### config.mk
export PLATFORM = sky130hd
export DESIGN_NAME = rx_sync_fifo
export DESIGN_NICKNAME = d
export VERILOG_FILES = /design/src/rtl/rsf_pkg.sv /design/src/rtl/rsf_sync_det.sv /design/src/rtl/rsf_start_ctl.sv /design/src/rtl/rsf_byte_store.sv /design/src/rtl/rx_sync_fifo.sv
export SDC_FILE = /design/constraint.sdc
export NUM_CORES = 1
export LEC_CHECK = 0
export ABC_CLOCK_PERIOD_IN_PS = 3600
export CAP_MARGIN = 20
export CORE_MARGIN = 2
export CORE_UTILIZATION = 60
export CTS_BUF_LIST = sky130_fd_sc_hd__clkbuf_16
export DETAILED_ROUTE_END_ITERATION = 7
export PLACE_DENSITY = 0.93
export SETUP_SLACK_MARGIN = 0.1
export SYNTH_ARGS = -nofsm -noshare
export SYNTH_HDL_FRONTEND = slang
export SYNTH_SLANG_ARGS = --single-unit
### constraint.sdc
create_clock -name clk -period 3.6 [get_ports clk]
set_input_delay 0.36 -clock clk [delete_from_list [all_inputs] [get_ports clk]]
set_output_delay 0.36 -clock clk [all_outputs]
set_load 0.03 [all_outputs]
### src/rtl/rsf_pkg.sv
package rsf_pkg;

  typedef enum logic [1:0] {
    START_VDI  = 2'b00,
    START_SYNC = 2'b01,
    START_BOTH = 2'b10,
    START_NOW  = 2'b11
  } start_sel_e;

  typedef struct packed {
    logic [3:0] level;
    start_sel_e sel;
    logic       fill;
    logic       enable;
  } rsf_cfg_t;

  localparam logic [7:0] CFG_RESET = 8'h85;

endpackage

### src/rtl/rsf_sync_det.sv
module rsf_sync_det #(
  parameter int          SYNC_W  = 16,
  parameter logic [15:0] PATTERN = 16'h2DD4
) (
  input  logic clk,
  input  logic rst,
  input  logic clear,
  input  logic shift,
  input  logic bit_in,
  output logic hit
);

  logic [SYNC_W-1:0] sr;
  logic [SYNC_W-1:0] window;

  // the window includes the bit on the current strobe, so a match is seen on that strobe
  assign window = {sr[SYNC_W-2:0], bit_in};
  assign hit    = shift && (window == PATTERN[SYNC_W-1:0]);

  always_ff @(posedge clk) begin
    if (rst || clear) begin
      sr <= '0;
    end else if (shift) begin
      sr <= window;
    end
  end

endmodule

### src/rtl/rsf_start_ctl.sv
module rsf_start_ctl
  import rsf_pkg::*;
(
  input  logic       clk,
  input  logic       rst,
  input  logic       arm,
  input  start_sel_e sel,
  input  logic       vdi,
  input  logic       sync_hit,
  output logic       started
);

  logic cond;

  always_comb begin
    unique case (sel)
      START_VDI:  cond = vdi;
      START_SYNC: cond = sync_hit;
      START_BOTH: cond = vdi && sync_hit;
      default:    cond = 1'b1;
    endcase
  end

  always_ff @(posedge clk) begin
    if (rst || !arm) begin
      started <= 1'b0;
    end else if (cond) begin
      started <= 1'b1;
    end
  end

endmodule

### src/rtl/rsf_byte_store.sv
module rsf_byte_store #(
  parameter  int BYTE_W    = 8,
  parameter  int NUM_BYTES = 2,
  localparam int DEPTH     = BYTE_W * NUM_BYTES,
  localparam int CNT_W     = $clog2(DEPTH + 1),
  localparam int PTR_W     = (NUM_BYTES > 1) ? $clog2(NUM_BYTES) : 1,
  localparam int IDX_W     = (BYTE_W > 1) ? $clog2(BYTE_W) : 1
) (
  input  logic              clk,
  input  logic              rst,
  input  logic              flush,
  input  logic              push,
  input  logic              push_bit,
  input  logic              pop_req,
  output logic [BYTE_W-1:0] rd_data,
  output logic              rd_valid,
  output logic [CNT_W-1:0]  bit_cnt,
  output logic              ovf
);

  logic [BYTE_W-1:0] mem [NUM_BYTES];
  logic [BYTE_W-1:0] acc;
  logic [IDX_W-1:0]  acc_fill;
  logic [PTR_W-1:0]  wr_ptr;
  logic [PTR_W-1:0]  rd_ptr;
  logic              pop;
  logic              room;
  logic              push_ok;
  logic              byte_done;

  function automatic logic [PTR_W-1:0] ptr_inc(input logic [PTR_W-1:0] p);
    return (p == PTR_W'(NUM_BYTES - 1)) ? '0 : p + 1'b1;
  endfunction

  assign pop       = pop_req && (bit_cnt >= CNT_W'(BYTE_W)) && !flush;
  assign room      = (bit_cnt < CNT_W'(DEPTH)) || pop;
  assign push_ok   = push && room && !flush;
  assign byte_done = push_ok && (acc_fill == IDX_W'(BYTE_W - 1));

  // byte-wide memory with a registered read port
  always_ff @(posedge clk) begin
    if (byte_done) begin
      mem[wr_ptr] <= {acc[BYTE_W-2:0], push_bit};
    end
    if (pop) begin
      rd_data <= mem[rd_ptr];
    end
  end

  always_ff @(posedge clk) begin
    if (rst || flush) begin
      acc      <= '0;
      acc_fill <= '0;
      wr_ptr   <= '0;
      rd_ptr   <= '0;
      bit_cnt  <= '0;
      ovf      <= 1'b0;
      rd_valid <= 1'b0;
    end else begin
      rd_valid <= pop;
      if (push_ok) begin
        acc <= {acc[BYTE_W-2:0], push_bit};
        if (byte_done) begin
          acc_fill <= '0;
          wr_ptr   <= ptr_inc(wr_ptr);
        end else begin
          acc_fill <= acc_fill + 1'b1;
        end
      end
      if (pop) begin
        rd_ptr <= ptr_inc(rd_ptr);
      end
      bit_cnt <= bit_cnt + CNT_W'(push_ok) - (pop ? CNT_W'(BYTE_W) : CNT_W'(0));
      if (push && !room) begin
        ovf <= 1'b1;
      end
    end
  end

endmodule

### src/rtl/rx_sync_fifo.sv
module rx_sync_fifo
  import rsf_pkg::*;
#(
  parameter  int          BYTE_W       = 8,
  parameter  int          NUM_BYTES    = 2,
  parameter  int          SYNC_W       = 16,
  parameter  logic [15:0] SYNC_PATTERN = 16'h2DD4,
  localparam int          DEPTH_BITS   = BYTE_W * NUM_BYTES,
  localparam int          CNT_W        = $clog2(DEPTH_BITS + 1)
) (
  input  logic              clk,
  input  logic              rst,
  input  logic              cfg_wr,
  input  logic [7:0]        cfg_wdata,
  input  logic              vdi,
  input  logic              bit_stb,
  input  logic              bit_in,
  input  logic              rd_en,
  output logic [BYTE_W-1:0] rd_data,
  output logic              rd_valid,
  output logic              irq_n,
  output logic              lvl_out,
  output logic              overflow
);

  rsf_cfg_t         cfg_q;
  logic             arm;
  logic             started;
  logic             sync_hit;
  logic [CNT_W-1:0] bit_cnt;
  logic             at_level;

  always_ff @(posedge clk) begin
    if (rst) begin
      cfg_q <= rsf_cfg_t'(CFG_RESET);
    end else if (cfg_wr) begin
      cfg_q <= rsf_cfg_t'(cfg_wdata);
    end
  end

  assign arm = cfg_q.fill && cfg_q.enable;

  rsf_sync_det #(
    .SYNC_W  (SYNC_W),
    .PATTERN (SYNC_PATTERN)
  ) u_sync (
    .clk    (clk),
    .rst    (rst),
    .clear  (!arm || started),
    .shift  (bit_stb && arm && !started),
    .bit_in (bit_in),
    .hit    (sync_hit)
  );

  rsf_start_ctl u_start (
    .clk      (clk),
    .rst      (rst),
    .arm      (arm),
    .sel      (cfg_q.sel),
    .vdi      (vdi),
    .sync_hit (sync_hit),
    .started  (started)
  );

  rsf_byte_store #(
    .BYTE_W    (BYTE_W),
    .NUM_BYTES (NUM_BYTES)
  ) u_store (
    .clk      (clk),
    .rst      (rst),
    .flush    (!arm),
    .push     (bit_stb && started),
    .push_bit (bit_in),
    .pop_req  (rd_en),
    .rd_data  (rd_data),
    .rd_valid (rd_valid),
    .bit_cnt  (bit_cnt),
    .ovf      (overflow)
  );

  assign at_level = (cfg_q.level != 4'd0) && (bit_cnt >= CNT_W'(cfg_q.level));

  always_ff @(posedge clk) begin
    if (rst) begin
      lvl_out <= 1'b0;
      irq_n   <= 1'b1;
    end else begin
      lvl_out <= at_level;
      irq_n   <= !at_level;
    end
  end

endmodule

==> results.ini, run 1 <==
[worst_setup_path]
slowest_stage=clkdlybuf4s50_1
cp_cell_sequence=clkdlybuf4s50_1, nand4_2, a21oi_4, ha_1, inv_1, ha_1, o21bai_1, a21oi_1, xnor2_1, nor2_1
cp_slowest_stage_delay_ns=0.57
cpMostUsedCell=ha_1
start_kind=input port
crit_arrival_ns=2.59
r2r_start=cfg_q[0]
path_class=in -> reg
crit_start=bit_stb
crit_path_end_kind=register
crit_required_ns=3.78
critical_path_peak_fanout=14

[global_routing]
overflow=0
grt_use_total_pct=21.59
grt_max_degree=21
grt_pass1_vias=1865
antenna_found_initial=0
grt_pass1_wl_mm=8.473

[timing]
final.period_utilization_pct=67.04
hold_violations=0
skew_ns=0.004865
worst_pin_slew_ns=0.8145
setup_viol=0
fmax_mhz=414.3
slew_violations=0
layout_setup_ws_ns=1.186
relSlewSlack_pct=45.55
finalCriticalPeriod_ns=2.414
rsz0062_at_grt=no
setup-tns-final_ns=0

[job]
drv_cap=0

[power_and_ir_drop]
p_leak_nw=1.222
p_per_area_mw_per_mm2=541.6
peakVddDrop_v=0.0003471

[die]
ios=27
die_h_um=72.58
dieWidth_um=72.58
num_rows=24
start_util_pct=63.49
core_mm2=0.004444
dieArea_mm2=0.005267

[synth]
synth_top_family_by_area=simple AND/OR/NAND/NOR gates
synthSimpleGateAreaFrac_pct=13.13
synth_compound_area_share_pct=8.603
synth_xor_xnor_area_share_pct=1.863
synth_area_mm2=0.002821
synthesis.yosys.warnings=0
synthDistinctLibCells=41
avgSynthCellArea_um2=11.42
ys_ff_latch=69
synthMuxAreaShare_pct=8.514
syn_inst=247
synth_nets=275
seq_area_frac_synth_pct=57.47
synth_fa_ha_area_share_pct=5.765

[detailed_routing]
ant_nets=0
vias_per_cell=5.593
routed_wl_mm=5.043
dr.first_iter.drc_count=108
dr.pass1.iters=4
drc=0
vias=1840
wire_per_inst_um=15.33

[placement]
pre_cts_slack_ns=0.8697
gp_congestion=0.7292
portBuffers=26
dp_hpwl_mm=3.324

[status]
outcome=complete, no violations

[clocking]
cts_tree=done
cts_setup_buffers=0
cts_resized=0
numCtsBuffers=9
clk_pin_slew_ns=0.05
clock_sinks=69
hold_buffers=0
cts_buffer_depth=2
cts-root-buf=clkbuf_16
htreeDepth=3
clock_latency_ns=0.33

[cells_and_area]
multiInputGateArea_mm2=0.001069
layout.area.seq_mm2=0.001622
drive_gt1_share_pct=13.36
antennaDiodeCount=0
layout.nets=300
fillers=280
layout_commonest_cell=dfxtp_1
synthToLayoutAreaGrowth_pct=20.22
layout_common_cells=dfxtp_1 (45), nand2_1 (35), clkdlybuf4s50_1 (26)

[hold_path]
hp-start=u_store.acc[6]
hp-class=reg -> reg

## sequential cells by signal, indices dropped and copies added (netlist names)
| register | count |
|---|---|
| u_store.bit_cnt | 5 |
| u_store.wr_ptr | 1 |
| u_store.mem | 16 |
| lvl_out | 1 |
| cfg_q | 8 |
| u_sync.sr | 15 |
| u_store.acc_fill | 3 |
| u_store.rd_data | 8 |
| u_store.acc | 7 |
| u_store.rd_valid | 1 |
| u_store.rd_ptr | 1 |
| u_start.started | 1 |
| u_store.ovf | 1 |
| irq_n | 1 |
## cell type report
| cell class | count | area share, % |
|---|---|---|
| flip-flops and latches | 69 | 47.81 |
| inverters | 12 | 1.328 |
| clock buffers | 9 | 6.640 |
| multi-input cells | 154 | 31.50 |
| clock inverters | 7 | 3.135 |
| repair buffers | 26 | 7.672 |
| well taps | 52 | 1.918 |
## logic make-up (layout without fill, tap and decap cells)
logic type	Yosys count	count (layout)
and+or+nand+nor	81	81
DFF	69	69
AOI/OAI and AO/OA	31	31
buffers and inverters	24	54
muxes	23	23
adders and majority gates	13	13
xor gates and xnor gates	6	6
## path summary, 6_finish.rpt
path | to | slack [ns] | cells after the start
worst max-delay path | u_store.bit_cnt[4] | 1.19 | 10
worst min-delay path | u_store.mem[0][7] | 0.46 | 0
worst max register to register | u_store.bit_cnt[4] | 1.35 | 9
worst min register to register | u_store.mem[0][7] | 0.46 | 0
## through the flow
stage          hold WS, ns  power (mW)  util, %  std cells  cell area [um^2]
2_1_floorplan       0.4249      0.8603        -        247              2821
3_3_place_gp        0.4441      0.8800    68.86        313              3060
3_5_place_dp        0.4486      0.8817    68.86        313              3060
4_1_cts             0.4576       1.846    76.32        329              3392
5_1_grt             0.4767       1.886    76.32        329              3392
6_report            0.4630       1.837    76.32        329              3392
## worst max-delay path: cells and delay by family
kind            cells  cell delay, ns
simple gates        2            0.24
buf+inv             2            0.64
fa+ha+maj           2            0.48
xor+xnor            1            0.16
compound gates      3            0.71
## power by group
part	switching, mW	leakage, nW	internal (mW)
combinational	0.0264	0.449	0.0252
clock	0.304	0.166	0.667
sequential	0.00607	0.607	0.808
## cells in the mapped netlist
library cell	n	area, um^2
o211ai_1	1	7.510
a41oi_1	1	8.760
or3_1	1	6.260
nor3_1	2	10.01
buf_2	5	25.02
buf_6	2	22.52
clkbuf_1	3	11.26
o2111ai_1	1	8.760
a21oi_1	8	40.04
a21oi_4	1	16.27
nor4_1	2	12.51
o41ai_1	1	8.760
and3_1	1	6.260
edfxtp_1	24	720.7
nand2b_1	3	18.77
xnor2_1	2	17.52
buf_4	1	7.510
o41a_1	1	11.26
buf_12	1	20.02
a211o_1	1	8.760
nand2_1	35	131.4
nand4bb_1	1	11.26
nor2_1	24	90.09
inv_1	12	45.04
ha_1	13	162.7
nor2b_1	2	12.51
and3_2	1	7.510
a21oi_2	12	105.1
or2_2	1	6.260
nand4_2	1	12.51
nor4b_1	1	8.760
nor3b_1	1	7.510
mux2i_1	15	150.1
dfxtp_1	45	900.9
nand3_1	4	20.02
mux2_2	8	90.09
nand4b_1	1	8.760
o21ai_1	1	5.000
xor2_1	4	35.03
a211oi_1	2	15.01
o21bai_1	1	7.510
## layer usage
metal	up-vias	GRT usage [%]	wire, um
met5	-	0	0
met4	0	10.08	128
met3	14	6.768	254
met2	55	36.87	2600
met1	872	24.64	2060
li1	899	-	-
Note: power is estimated with default switching activity, not from simulation.
==> inputs of run 2 (changes only) <==
--- a/config.mk
+++ b/config.mk
@@ -5,13 +5,13 @@
 export SDC_FILE = /design/constraint.sdc
 export NUM_CORES = 1
 export LEC_CHECK = 0
-export ABC_CLOCK_PERIOD_IN_PS = 3600
+export ABC_CLOCK_PERIOD_IN_PS = 2100
 export CAP_MARGIN = 20
 export CORE_MARGIN = 2
-export CORE_UTILIZATION = 60
+export CORE_UTILIZATION = 51
 export CTS_BUF_LIST = sky130_fd_sc_hd__clkbuf_16
 export DETAILED_ROUTE_END_ITERATION = 7
-export PLACE_DENSITY = 0.93
+export PLACE_DENSITY = 0.85
 export SETUP_SLACK_MARGIN = 0.1
 export SYNTH_ARGS = -nofsm -noshare
 export SYNTH_HDL_FRONTEND = slang
==> constraint.sdc (replaced) <==
create_clock -name clk -period 2.1 [get_ports clk]
set_input_delay 0.21 -clock clk [delete_from_list [all_inputs] [get_ports clk]]
set_output_delay 0.21 -clock clk [all_outputs]
set_load 0.03 [all_outputs]
==> run 2 against run 1 <==
Utilization fell by 13 points. First-iteration DRC count fell by 39%. Non-clock buffer count up 9. Count of clock-buffer cells in the layout unchanged. Highest routed layer unchanged.
==> results.ini, run 2 (synthesized netlist as in run 1, its figures left out) <==
[detailed_routing]
dr.first_iter.drc_count=66  ; -39%
vias_per_cell=5.193  ; -7.2%
ant_nets=0  ; unchanged
wire_per_inst_um=13.23  ; -14%
vias=1859  ; +1.0%
dr.pass1.iters=4  ; unchanged
routed_wl_mm=4.736  ; -6.1%
drc=0  ; unchanged

[worst_setup_path]
rrSetupSlack_ns=0.22  ; -1.13 ns
crit_arrival_ns=2.09  ; -0.50 ns
endpoint=u_store.bit_cnt[4]
reg2reg_depth=7  ; -2
crit_start=u_store.bit_cnt[3]
r2r_start=u_store.bit_cnt[3]
path_class=reg -> reg
crit_path_end_kind=register
critical_path_peak_fanout=3  ; -11
r2r-end=u_store.bit_cnt[4]
crit_required_ns=2.31  ; -1.47 ns
start_kind=register

[clocking]
htreeDepth=3  ; unchanged
cts-root-buf=clkbuf_16
hold_buffers=0  ; unchanged
clk_pin_slew_ns=0.05  ; about the same
clock_latency_ns=0.33  ; about the same
numCtsBuffers=9  ; unchanged
cts_setup_buffers=0  ; unchanged
clock_sinks=69  ; unchanged
cts_resized=0  ; unchanged
cts_buffer_depth=2  ; unchanged
cts_tree=done

[power_and_ir_drop]
seqPwrFrac_pct=48.4  ; +4.1 points
switchingPower_uw=562.8  ; +67%
power_frac_comb_pct=3.2  ; +0.4 points
peakVddDrop_v=0.0005425  ; +56%
p_per_area_mw_per_mm2=840.6  ; +55%
power.share.clock_pct=48.4  ; -4.5 points
power.internal_mw=2.326  ; +55%
p_sw_share_pct=19.48  ; +1.2 points
p_leak_nw=1.244  ; +1.9%

[timing]
relSlewSlack_pct=53.11  ; +7.6 points
worst_pin_slew_ns=0.7034  ; -0.1111 ns
fmax_mhz=532.4
skew_ns=0.004835  ; -0.00002956 ns
setup_viol=0  ; unchanged
layout_setup_ws_ns=0.2219  ; -0.9646 ns
rsz0062_at_grt=no
finalCriticalPeriod_ns=1.878
final.period_utilization_pct=89.44
slew_violations=0  ; unchanged
hold_violations=0  ; unchanged

[cells_and_area]
layout.nets=309  ; +3.0%
final_util_pct=63.19  ; -13 points
layout_commonest_cell=dfxtp_1
fin_cells=358  ; +8.8%
largest_register=u_store.mem
layout_common_cells=dfxtp_1 (43), nand2_1 (35), clkdlybuf4s50_1 (26)
largest_reg_flops=16  ; unchanged
reg_top3=u_store.mem: 16 flops, u_sync.sr: 15 flops
drive_gt1_share_pct=16.08  ; +2.7 points
antennaDiodeCount=0  ; unchanged
synthToLayoutAreaGrowth_pct=21.82

[die]
num_rows=27  ; +13%
dieArea_mm2=0.006143  ; +17%
core_mm2=0.005439  ; +22%
die_h_um=78.38  ; +8.0%
start_util_pct=51.87  ; -12 points
dieWidth_um=78.38  ; +8.0%
ios=27  ; unchanged

[global_routing]
grt_pass1_vias=1867  ; +0.11%
antenna_found_initial=0  ; unchanged
grt_max_degree=21  ; unchanged
grt_use_total_pct=17.38  ; -4.2 points
overflow=0  ; unchanged
grt_pass1_wl_mm=8.142  ; -3.9%

[placement]
dp_cells=342  ; +9.3%
gp_congestion=0.7900  ; +8.3%
pre_cts_slack_ns=-0.1019  ; -0.9716 ns
portBuffers=26  ; unchanged
dp_hpwl_mm=3.183  ; -4.2%

[job]
drv_cap=0  ; unchanged

[hold_path]
hp-class=reg -> reg

[status]
outcome=complete, no violations

run 2: how the worst min path moves through the flow:
| stage | from | end | cells past startpoint |
|---|---|---|---|
| finish | u_store.acc[6] | u_store.mem[1][7] | 0 |
| global route | u_store.acc[6] | u_store.mem[0][7] | 0 |
| CTS | cfg_wdata[7] | cfg_q[7] | 3 |
| detailed placement | u_store.acc[6] | u_store.mem[1][7] | 0 |
| global placement | u_store.acc[6] | u_store.mem[0][7] | 0 |
| floorplan | bit_in | u_store.mem[0][0] | 0 |
run 2: critical path, cell delays in order (launching register included):
cell and delay [ns]:
dfxtp_1 0.38, o21ai_1 0.11, or2_2 0.30, ha_1 0.29, ha_1 0.33, a21oi_2 0.16, xnor2_1 0.13, nor2_1 0.06
run 2: cell type report:
type / instances / area (um^2)
fillers: 431 / 2002
repair buffers: 35 / 327.8
multi-input cells: 154 / 1072
well taps: 72 / 90.09
inverters: 12 / 45.04
flip-flops and latches: 69 / 1624
clock inverters: 7 / 52.55
clock buffers: 9 / 225.2
run 2: per-stage QoR:
step | setup TNS [ns] | cell area (um^2) | power (mW) | hold WS, ns
after CTS | 0 | 3431 | 2.908 | 0.4605
after global placement | -0.02033 | 3153 | 1.514 | 0.4371
after global routing | 0 | 3437 | 2.975 | 0.4848
after floorplan | 0 | 2821 | 1.475 | 0.3089
final | 0 | 3437 | 2.889 | 0.4559
after detailed placement | -0.1019 | 3153 | 1.517 | 0.4497
run 2: layer usage:
metal / GRT usage (%) / share of wire [%] / vias to the layer above
met1: 20.00 / 44 / 875
li1: - / - / 923
met4: 10.18 / 2.5 / 0
met5: 0 / 0 / -
met3: 5.632 / 4.7 / 11
met2: 28.36 / 48 / 50
run 2: power by group through the flow:
stage | clock (mW) | sequential, mW | combinational (mW)
6_report | 1.40 | 1.40 | 0.0937
5_1_grt | 1.47 | 1.40 | 0.102
4_1_cts | 1.42 | 1.40 | 0.0939
3_5_place_dp | 0 | 1.42 | 0.0934
3_3_place_gp | 0 | 1.42 | 0.0912
2_1_floorplan | 0 | 1.42 | 0.0506
